$ cat src/rtl/seg_xlat_pkg.sv
`timescale 1ns/1ps
package seg_xlat_pkg;

    localparam int ADDR_W          = 32;
    localparam int IDX_W           = 13;
    localparam int PRIV_W          = 2;
    localparam int TBL_LIM_W       = 16;
    localparam int SEG_LIM_W       = 20;
    localparam int DESC_W          = 64;
    localparam int DESC_BYTES_LOG2 = 3;
    localparam int NUM_TBL         = 2;
    localparam int TBL_IDX_W       = (NUM_TBL > 1) ? $clog2(NUM_TBL) : 1;
    localparam int SEL_W           = IDX_W + 1 + PRIV_W;

    // descriptor field positions
    localparam int D_BASE_LSB = 0;
    localparam int D_LIM_LSB  = D_BASE_LSB + ADDR_W;
    localparam int D_DPL_LSB  = D_LIM_LSB + SEG_LIM_W;
    localparam int D_PRES_BIT = D_DPL_LSB + PRIV_W;

    typedef enum logic [1:0] {
        FLT_TABLE  = 2'd0,
        FLT_ABSENT = 2'd1,
        FLT_PRIV   = 2'd2,
        FLT_SEGLIM = 2'd3
    } fault_e;

    typedef enum logic [1:0] {
        ST_IDLE,
        ST_LOOKUP,
        ST_WAIT,
        ST_RESP
    } xlat_st_e;

    typedef struct packed {
        logic [IDX_W-1:0]  idx;
        logic              use_local;
        logic [PRIV_W-1:0] rpl;
    } sel_t;

    typedef struct packed {
        logic [ADDR_W-1:0]    base;
        logic [TBL_LIM_W-1:0] limit;
    } tbl_reg_t;

    typedef struct packed {
        logic [ADDR_W-1:0]    base;
        logic [SEG_LIM_W-1:0] limit;
        logic [PRIV_W-1:0]    dpl;
        logic                 present;
    } desc_t;

    typedef struct packed {
        logic              fault;
        fault_e            code;
        logic [ADDR_W-1:0] lin;
    } xlat_res_t;

    function automatic desc_t unpack_desc(input logic [DESC_W-1:0] w);
        desc_t d;
        d.base    = w[D_BASE_LSB +: ADDR_W];
        d.limit   = w[D_LIM_LSB +: SEG_LIM_W];
        d.dpl     = w[D_DPL_LSB +: PRIV_W];
        d.present = w[D_PRES_BIT];
        return d;
    endfunction

    // numerically larger level is the less privileged one
    function automatic logic [PRIV_W-1:0] weaker_priv(input logic [PRIV_W-1:0] a,
                                                       input logic [PRIV_W-1:0] b);
        return (a > b) ? a : b;
    endfunction

endpackage

$ cat src/rtl/seg_tbl_regs.sv
`timescale 1ns/1ps
module seg_tbl_regs
    import seg_xlat_pkg::*;
#(
    parameter int N_TBL = NUM_TBL,
    localparam int IW   = (N_TBL > 1) ? $clog2(N_TBL) : 1
) (
    input  logic          clk,
    input  logic          rst,
    input  logic          wr_en,
    input  logic [IW-1:0] wr_idx,
    input  tbl_reg_t      wr_val,
    input  logic [IW-1:0] rd_idx,
    output tbl_reg_t      rd_val
);

    tbl_reg_t regs [N_TBL];

    for (genvar g = 0; g < N_TBL; g++) begin : g_tbl
        always_ff @(posedge clk) begin
            if (rst) begin
                regs[g] <= '0;
            end else if (wr_en && (wr_idx == IW'(g))) begin
                regs[g] <= wr_val;
            end
        end
    end

    assign rd_val = regs[rd_idx];

endmodule

$ cat src/rtl/seg_sel_decode.sv
`timescale 1ns/1ps
module seg_sel_decode
    import seg_xlat_pkg::*;
(
    input  sel_t              sel,
    input  tbl_reg_t          tbl,
    output logic [ADDR_W-1:0] desc_addr,
    output logic              bound_fault
);

    localparam int SPAN_W = IDX_W + DESC_BYTES_LOG2;
    localparam int CMP_W  = ((SPAN_W > TBL_LIM_W) ? SPAN_W : TBL_LIM_W) + 1;

    logic [SPAN_W-1:0] first_byte;
    logic [SPAN_W-1:0] last_byte;

    assign first_byte  = {sel.idx, {DESC_BYTES_LOG2{1'b0}}};
    assign last_byte   = {sel.idx, {DESC_BYTES_LOG2{1'b1}}};
    assign bound_fault = CMP_W'(last_byte) > CMP_W'(tbl.limit);
    assign desc_addr   = tbl.base + ADDR_W'(first_byte);

endmodule

$ cat src/rtl/seg_desc_check.sv
`timescale 1ns/1ps
module seg_desc_check
    import seg_xlat_pkg::*;
(
    input  logic [DESC_W-1:0] desc_word,
    input  logic [ADDR_W-1:0] offset,
    input  logic [PRIV_W-1:0] cpl,
    input  logic [PRIV_W-1:0] rpl,
    output xlat_res_t         res
);

    desc_t             d;
    logic [PRIV_W-1:0] eff_priv;
    logic              over_limit;

    assign d          = unpack_desc(desc_word);
    assign eff_priv   = weaker_priv(cpl, rpl);
    assign over_limit = offset > ADDR_W'(d.limit);

    always_comb begin
        res       = '0;
        res.fault = 1'b1;
        if (!d.present) begin
            res.code = FLT_ABSENT;
        end else if (eff_priv > d.dpl) begin
            res.code = FLT_PRIV;
        end else if (over_limit) begin
            res.code = FLT_SEGLIM;
        end else begin
            res.fault = 1'b0;
            res.lin   = d.base + offset;
        end
    end

endmodule

$ cat src/rtl/seg_xlat_unit.sv
`timescale 1ns/1ps
module seg_xlat_unit
    import seg_xlat_pkg::*;
(
    input  logic                 clk,
    input  logic                 rst,
    input  logic                 tbl_wr_en,
    input  logic [TBL_IDX_W-1:0] tbl_wr_sel,
    input  logic [ADDR_W-1:0]    tbl_wr_base,
    input  logic [TBL_LIM_W-1:0] tbl_wr_limit,
    input  logic [PRIV_W-1:0]    cur_priv,
    input  logic                 req_valid,
    output logic                 req_ready,
    input  logic [SEL_W-1:0]     req_sel,
    input  logic [ADDR_W-1:0]    req_offset,
    output logic                 mem_rd_en,
    output logic [ADDR_W-1:0]    mem_rd_addr,
    input  logic                 mem_rd_valid,
    input  logic [DESC_W-1:0]    mem_rd_data,
    output logic                 rsp_valid,
    input  logic                 rsp_ready,
    output logic                 rsp_fault,
    output logic [1:0]           rsp_code,
    output logic [ADDR_W-1:0]    rsp_lin_addr
);

    xlat_st_e          st_q;
    sel_t              sel_q;
    logic [ADDR_W-1:0] off_q;
    logic [PRIV_W-1:0] cpl_q;
    xlat_res_t         res_q;

    tbl_reg_t          tbl_wr_val;
    tbl_reg_t          tbl_cur;
    logic [ADDR_W-1:0] desc_addr;
    logic              bound_fault;
    xlat_res_t         chk_res;

    assign tbl_wr_val.base  = tbl_wr_base;
    assign tbl_wr_val.limit = tbl_wr_limit;

    seg_tbl_regs #(.N_TBL(NUM_TBL)) u_tbl (
        .clk    (clk),
        .rst    (rst),
        .wr_en  (tbl_wr_en),
        .wr_idx (tbl_wr_sel),
        .wr_val (tbl_wr_val),
        .rd_idx (TBL_IDX_W'(sel_q.use_local)),
        .rd_val (tbl_cur)
    );

    seg_sel_decode u_dec (
        .sel         (sel_q),
        .tbl         (tbl_cur),
        .desc_addr   (desc_addr),
        .bound_fault (bound_fault)
    );

    seg_desc_check u_chk_desc (
        .desc_word (mem_rd_data),
        .offset    (off_q),
        .cpl       (cpl_q),
        .rpl       (sel_q.rpl),
        .res       (chk_res)
    );

    always_ff @(posedge clk) begin
        if (rst) begin
            st_q  <= ST_IDLE;
            sel_q <= '0;
            off_q <= '0;
            cpl_q <= '0;
            res_q <= '0;
        end else begin
            unique case (st_q)
                ST_IDLE: begin
                    if (req_valid) begin
                        sel_q <= sel_t'(req_sel);
                        off_q <= req_offset;
                        cpl_q <= cur_priv;
                        st_q  <= ST_LOOKUP;
                    end
                end
                ST_LOOKUP: begin
                    if (bound_fault) begin
                        res_q.fault <= 1'b1;
                        res_q.code  <= FLT_TABLE;
                        res_q.lin   <= '0;
                        st_q        <= ST_RESP;
                    end else begin
                        st_q <= ST_WAIT;
                    end
                end
                ST_WAIT: begin
                    if (mem_rd_valid) begin
                        res_q <= chk_res;
                        st_q  <= ST_RESP;
                    end
                end
                ST_RESP: begin
                    if (rsp_ready) begin
                        st_q <= ST_IDLE;
                    end
                end
                default: st_q <= ST_IDLE;
            endcase
        end
    end

    assign req_ready    = (st_q == ST_IDLE);
    assign mem_rd_en    = (st_q == ST_LOOKUP) && !bound_fault;
    assign mem_rd_addr  = desc_addr;
    assign rsp_valid    = (st_q == ST_RESP);
    assign rsp_fault    = res_q.fault;
    assign rsp_code     = res_q.code;
    assign rsp_lin_addr = res_q.lin;

endmodule

$ cat config.mk
export PLATFORM = sky130hd
export DESIGN_NAME = seg_xlat_unit
export DESIGN_NICKNAME = d
export VERILOG_FILES = /design/src/rtl/seg_xlat_pkg.sv /design/src/rtl/seg_tbl_regs.sv /design/src/rtl/seg_sel_decode.sv /design/src/rtl/seg_desc_check.sv /design/src/rtl/seg_xlat_unit.sv
export SDC_FILE = /design/constraint.sdc
export NUM_CORES = 1
export LEC_CHECK = 0
export CAP_MARGIN = 20
export CELL_PAD_IN_SITES_DETAIL_PLACEMENT = 0
export CELL_PAD_IN_SITES_GLOBAL_PLACEMENT = 2
export CORE_MARGIN = 2
export CORE_UTILIZATION = 35
export CTS_CLUSTER_SIZE = 12
export DETAILED_ROUTE_END_ITERATION = 10
export DONT_BUFFER_PORTS = 1
export HOLD_SLACK_MARGIN = 0.08
export PLACE_DENSITY = 0.77
export SYNTH_ARGS = -nofsm -noshare
export SYNTH_HDL_FRONTEND = slang
export SYNTH_SLANG_ARGS = --single-unit
$ cat constraint.sdc
create_clock -name clk -period 4.4 [get_ports clk]
set_input_delay 0.44 -clock clk [delete_from_list [all_inputs] [get_ports clk]]
set_output_delay 0.44 -clock clk [all_outputs]
set_load 0.02 [all_outputs]
Word level (Yosys, flattened, before mapping)
Memories as Yosys holds them, arrays and structs flattened. A register that Yosys moved wholly into a read port is not among the register bits.
Index checks and enable logic that the tools add are counted.
- add/subtract/negate cells: 2
- order comparisons: 4
- eq/ne operators: 7
- muxes and demuxes: 30
- bitwise logic cells: 3
- reductions and logical operators: 9
- operators with widths (operator ; count):
    $mux 32 ; 3
    $mux 48 ; 2
    $mux 35 ; 2
    $pmux 35 s2 ; 1
    $add 32x16->32 ; 1
    $add 32x32->32 ; 1
    $gt 32x20->1 ; 1
    $gt 16x16->1 ; 1
    $mux 1 ; 14
    $mux 2 ; 7
    $pmux 2 s4 ; 1
    $ne 2x2->1 const B ; 3
    $reduce_and 3->1 ; 2
    $eq 2x2->1 const B ; 2
    $gt 2x2->1 ; 2
    $logic_and 1x1->1 ; 3
    $eq 2x1->1 const B ; 1
    $logic_not 2->1 ; 1
    $ne 2x1->1 const B ; 1
    $or 1x1->1 ; 2
    $reduce_and 2->1 ; 1
    $reduce_bool 2->1 ; 1
    $logic_not 1->1 ; 1
    $not 1->1 ; 1
- flip-flop bits (word level): 87
- RAM bits: 96
- word-level logic and storage cells: 65
- memories kept: 1
- memories (name ; words ; bits a word ; read ports ; clocked after memory_dff ; wr ports ; line ; source):
    u_tbl.regs ; 2 ; 48 ; 1 ; 1 ; 2 ; seg_tbl_regs.sv:17 ; tbl_reg_t regs [N_TBL];

Logic depth before layout (Yosys ltp)
- depth after elaboration: 7
- mapped depth: 17
- mapped depth without buffers: 13

Modules after synthesis
A second synthesis with hierarchy kept.
- cell total of the unflattened synthesis: 1316
- area, all modules: 11752.5 µm²
- modules (own cells, without submodules) (module ; times used ; cells each ; area an instance (µm²)):
    seg_tbl_regs ; 1 ; 312 ; 4291.6
    seg_xlat_unit ; 1 ; 403 ; 3325.7
    seg_desc_check ; 1 ; 408 ; 2751.4
    seg_sel_decode ; 1 ; 193 ; 1383.8

Worst setup path before layout
OpenSTA, ideal clock, no wires.
- kind: reg-to-output
- from: register with a tool-made name
- to: output port mem_rd_addr[18]
- arrival: 4.187 ns
- path slack: -0.227 ns
- cell stages (with the launch flop): 17
- path through: dfxtp_1 -> buf_2 -> buf_1 -> buf_1 -> clkbuf_1 -> mux2i_1 -> inv_1 -> ha_1 -> a21o_1 -> a211oi_1 -> o21bai_1 -> and3_1 -> a31o_2 -> a21o_1 -> and3_1 -> xnor2_1 -> mux2i_1
- RTL lines (what ; line ; source):
    to (decl) ; seg_xlat_unit.sv:17 ; output logic [ADDR_W-1:0] mem_rd_addr,

==> results.md <==
- The post-synthesis cell count is 1,083.
- The number of cells on the worst reg-to-reg path is 13.
- The cell with the biggest individual delay on the critical path is dfxtp_4.
- The full die area is 0.0313 mm².
- For this design the total switching power over the nets is 2.03 mW.
- The internal power of the cells totals 3.41 mW.
- The part of the total power dissipated in the clock network is 27.8%.
- The clock slew at the register clock pins of the worst setup and hold paths is 0.07 ns.
- The total overflow left after global routing is 0.
- The most critical setup path has its endpoint at mem_rd_addr[21].
- The starting density of the core is 35.4%.
- The via count of the first global-routing pass is 7,487.
- The die is 177 µm wide.
- The I/O pin count is 239.
- The number of buffers created by CTS is 17.
- In this run the number of H-tree levels came out at 4.
- The worst setup path is launched from a register.
- The combinational group share of total power is 33.2%.
- The leakage power is 4.69 nW.
- The most common cell after layout, fill and taps aside is nand2_1.
- The die is 177 µm tall.
- The number of rows in the core area is 63.
- The number of synthesized flops with an enable pin is 96.
- The netlist uses 61 different library cells.
- Together, buffers and inverters on the worst path number 2.
- The layout net count is 1,339.
- The top cell types in the final layout, fill and taps aside, are nand2_1 (147), and2_1 (101), a21oi_1 (97).
- Data on the critical path is required at its endpoint by 3.96 ns.
- The detailed-placement wirelength estimate is 20.0 mm.
- The amount of wire on met3 after detailed routing is 1.84 mm.
- The most used flip-flop cell after synthesis is edfxtp_1.
- The data arrival time at the worst-slack endpoint is 3.70 ns.
- The count of nets left with antenna violations once routing finished came out at 0.
- After detailed routing, the average wire length per cell comes to 18.3 µm.
- The largest net degree at the start of global routing is 71.
- The final non-filler cell total is 1,487.
- The worst-margin pin slew is 0.725 ns.
- The layout-stage area growth over the synthesis result is 10.5%.
- In the routed layout, each cell is associated on average with a via count of 5.09.
- The total placed cells including tap cells is 1,452.
- Counting flops and latches in the post-synthesis netlist gives 184.
- The max-slew violation count is 0.
- The wire length of the first global-routing pass is 41.8 mm.
- The largest clock skew in the final design is 0.0110 ns.
- Summing over every cut layer, the via total after detailed routing is 7,574.
- The type of the worst setup path is register to output port.
- The switching power as a share of total power is 37.4%.
- Grouping stages by cell kind, the critical path spends the most delay in compound AO/OA/AOI/OAI gates.
- The logic depth of the worst setup path including buffers is 14.
- For this block, wires on met1 add up to 12.5 mm.
- The pre-antenna-repair detailed-routing pass consisted of 4 iterations.
- The mapped cell area is 0.0105 mm².
- Signal routing reaches up to met5.
- Setup violations remaining at the end of the flow were counted as 0.
- TritonCTS built the clock tree.
- The final critical path time including I/O delays and setup is 4.14 ns.
- The DRC violation total after the first TritonRoute iteration is 292.
- The post-route setup TNS is 0 ns.
- After synthesis, the share of flip-flops with an asynchronous set or reset is 0%.
- The headroom to the max-slew limit is 51.7%.
- The final cycle utilization of the critical path is 94.0%.
- VDD sags by at most 252 µV.
- Of all nets on the critical path, the largest fanout is 11.
- For this run, design rule violations remaining after detail routing come to 0.
- The global placement routability congestion is 0.800.
- The number of maximum-capacitance violations is 0.
- The clock latency on the worst-skew pair is 0.45 ns.
- The yosys synthesis warning count is 0.
- The routed wire length is 27.2 mm.
- Cells with a size suffix above 1 make up 8.04% of the layout.
- The hold violation total from the final report was 0.
- The signal on the critical path passes through mux2_2 > ha_1 > inv_1 > fa_1 > nor2b_1 > o21a_1 > o21ai_0 > a21o_1 > a21oi_1 > o211ai_1 > a21oi_2 > nand3b_1 > xor2_1 > buf_4.
- The kind of end point of the critical path is an output port.
- The number of post-CTS setup repair buffers is 0.
- Dividing the synthesized area by the synthesized cell count gives 9.65 µm².
- When the netlist entered floorplanning its net count stood at 1,340.
- The clock tree buffer depth is 2.
- Buffers placed on the I/O ports in this run total 0.
- Clock tree synthesis found a total of 184 sinks.
- The path class of the tightest hold or removal check is primary input to register.
- The capturing point of the worst reg2reg path is rsp_lin_addr[30]$_SDFFE_PP0P_.
- For this design the ratio of total power to cell area is 471 mW/mm².
- The placeable core region is 0.0296 mm².
- The flow ran to the end, and the final reports show no timing, DRC or antenna violations.
- The overall routing resource usage is 17.6%.
- On the worst path, the slowest cell contributes a delay of 0.41 ns.
- Setup repair after global routing left no endpoint under its margin.
- The sequential group share of total power is 39.0%.
- CTS placed an instance of clkbuf_16 at the clock tree root.
- Sequential elements use 44.4% of the synthesized area.
- The number of antenna violations at the first check in global routing was 2.
- The worst register-to-register path has a setup slack of 0.91 ns.
- Timing would allow up to 242 MHz.
- After detailed routing, the met2 layer carries 12.2 mm of wire.
==> worst min-delay path by stage <==
stage / from / to / slack, ns / cells after the start
floorplan: sel_q[2]$_SDFFE_PP0P_ / register / 0.44 / 2
global placement: sel_q[1]$_SDFFE_PP0P_ / sel_q[1]$_SDFFE_PP0P_ / 0.44 / 2
detailed placement: sel_q[1]$_SDFFE_PP0P_ / sel_q[1]$_SDFFE_PP0P_ / 0.45 / 2
CTS: req_sel[0] / sel_q[0]$_SDFFE_PP0P_ / 0.09 / 2
global route: req_offset[23] / off_q[23]$_SDFFE_PP0P_ / 0.1 / 2
finish: req_offset[8] / off_q[8]$_SDFFE_PP0P_ / 0.12 / 2
==> cell usage after synthesis (4+ instances only) <==
master    number  share of area [%]
a211oi_1       7               0.50
a21o_1        33                2.4
a21oi_1       98                4.7
a22oi_1       14                1.0
a31oi_1        6               0.36
a32oi_1        4               0.34
and2_1       102                6.1
and3_1         5               0.30
buf_1          8               0.29
clkbuf_1      32                1.1
dfxtp_1       88                 17
edfxtp_1      96                 28
ha_1          86                 10
inv_1         49                1.8
mux2_2        18                1.9
mux2i_1       27                2.6
nand2_1      148                5.3
nand2b_1      10               0.60
nand3_1       15               0.72
nand4_1        7               0.42
nor2_1        46                1.7
nor2b_1       15               0.90
nor3_1         7               0.34
nor4_1         7               0.42
o211ai_1       5               0.36
o21a_1        11               0.79
o21ai_0       28                1.3
o21ai_1       10               0.48
o21bai_1       7               0.50
xnor2_1       30                2.5
xor2_1        25                2.1
==> cell type report <==
type | instances | area, µm²
Clock buffer | 18 | 429
Inverter | 49 | 184
Clock inverter | 14 | 126
Tap cell | 390 | 488
Antenna cell | 2 | 5.00
Sequential cell | 184 | 4650
Fill cell | 2993 | 18000
Multi-Input combinational cell | 807 | 5480
Timing Repair Buffer | 23 | 193
==> state kept, by name (all words and copies together), names as in the netlist, named ones only <==
name / count
rsp_code: 2
u_tbl.regs: 96
cpl_q: 2
st_q: 2
off_q: 32
rsp_fault: 1
sel_q: 16
rsp_lin_addr: 32
==> power groups by stage <==
stage	clock, mW	sequential [mW]	combinational (mW)
detailed placement	0	2.16	1.81
global route	1.62	2.15	2.03
finish	1.51	2.12	1.81
CTS	1.56	2.13	1.84
floorplan	0	2.11	1.39
global placement	0	2.16	1.81
==> metrics by stage <==
step | instance area, µm² | utilization (%) | power, mW | hold slack (ns) | worst slack [ns]
after floorplan | 10500 | - | 3.50 | 0.436 | 0.0312
after global placement | 11000 | 37.0 | 3.97 | 0.443 | 0.546
after detailed placement | 11000 | 37.0 | 3.98 | 0.447 | 0.557
after CTS | 11500 | 39.0 | 5.52 | 0.0929 | 0.00840
after global routing | 11500 | 39.1 | 5.80 | 0.0977 | 0.0179
final | 11500 | 39.1 | 5.44 | 0.118 | 0.263
==> routing by layer <==
layer,vias up,GRT usage (%)
met3,32,6.08
met5,-,0
met4,2,6.47
met1,3556,22.5
met2,171,27.4
li1,3813,-
==> kinds of logic (layout without fill, tap and decap cells) <==
| group | Yosys count | after routing | share of synthesized area (%) |
|---|---|---|---|
| buf+inv | 92 | 104 | 3.42 |
| compound gates | 239 | 239 | 14.1 |
| other cells | 0 | 2 | 0 |
| flops | 184 | 184 | 44.4 |
| xor+xnor | 55 | 55 | 4.61 |
| mux | 45 | 45 | 4.52 |
| simple gates | 380 | 380 | 18.3 |
| fa+ha+maj | 88 | 88 | 10.7 |
==> repair_timing <==
action / in CTS / in global routing
hold buffers: 1 / 0
endpoints found under the hold margin: 70 / 0
gates resized for setup: 0 / 3
setup endpoints to repair: 0 / 11
(Power assumes the default switching activity.)
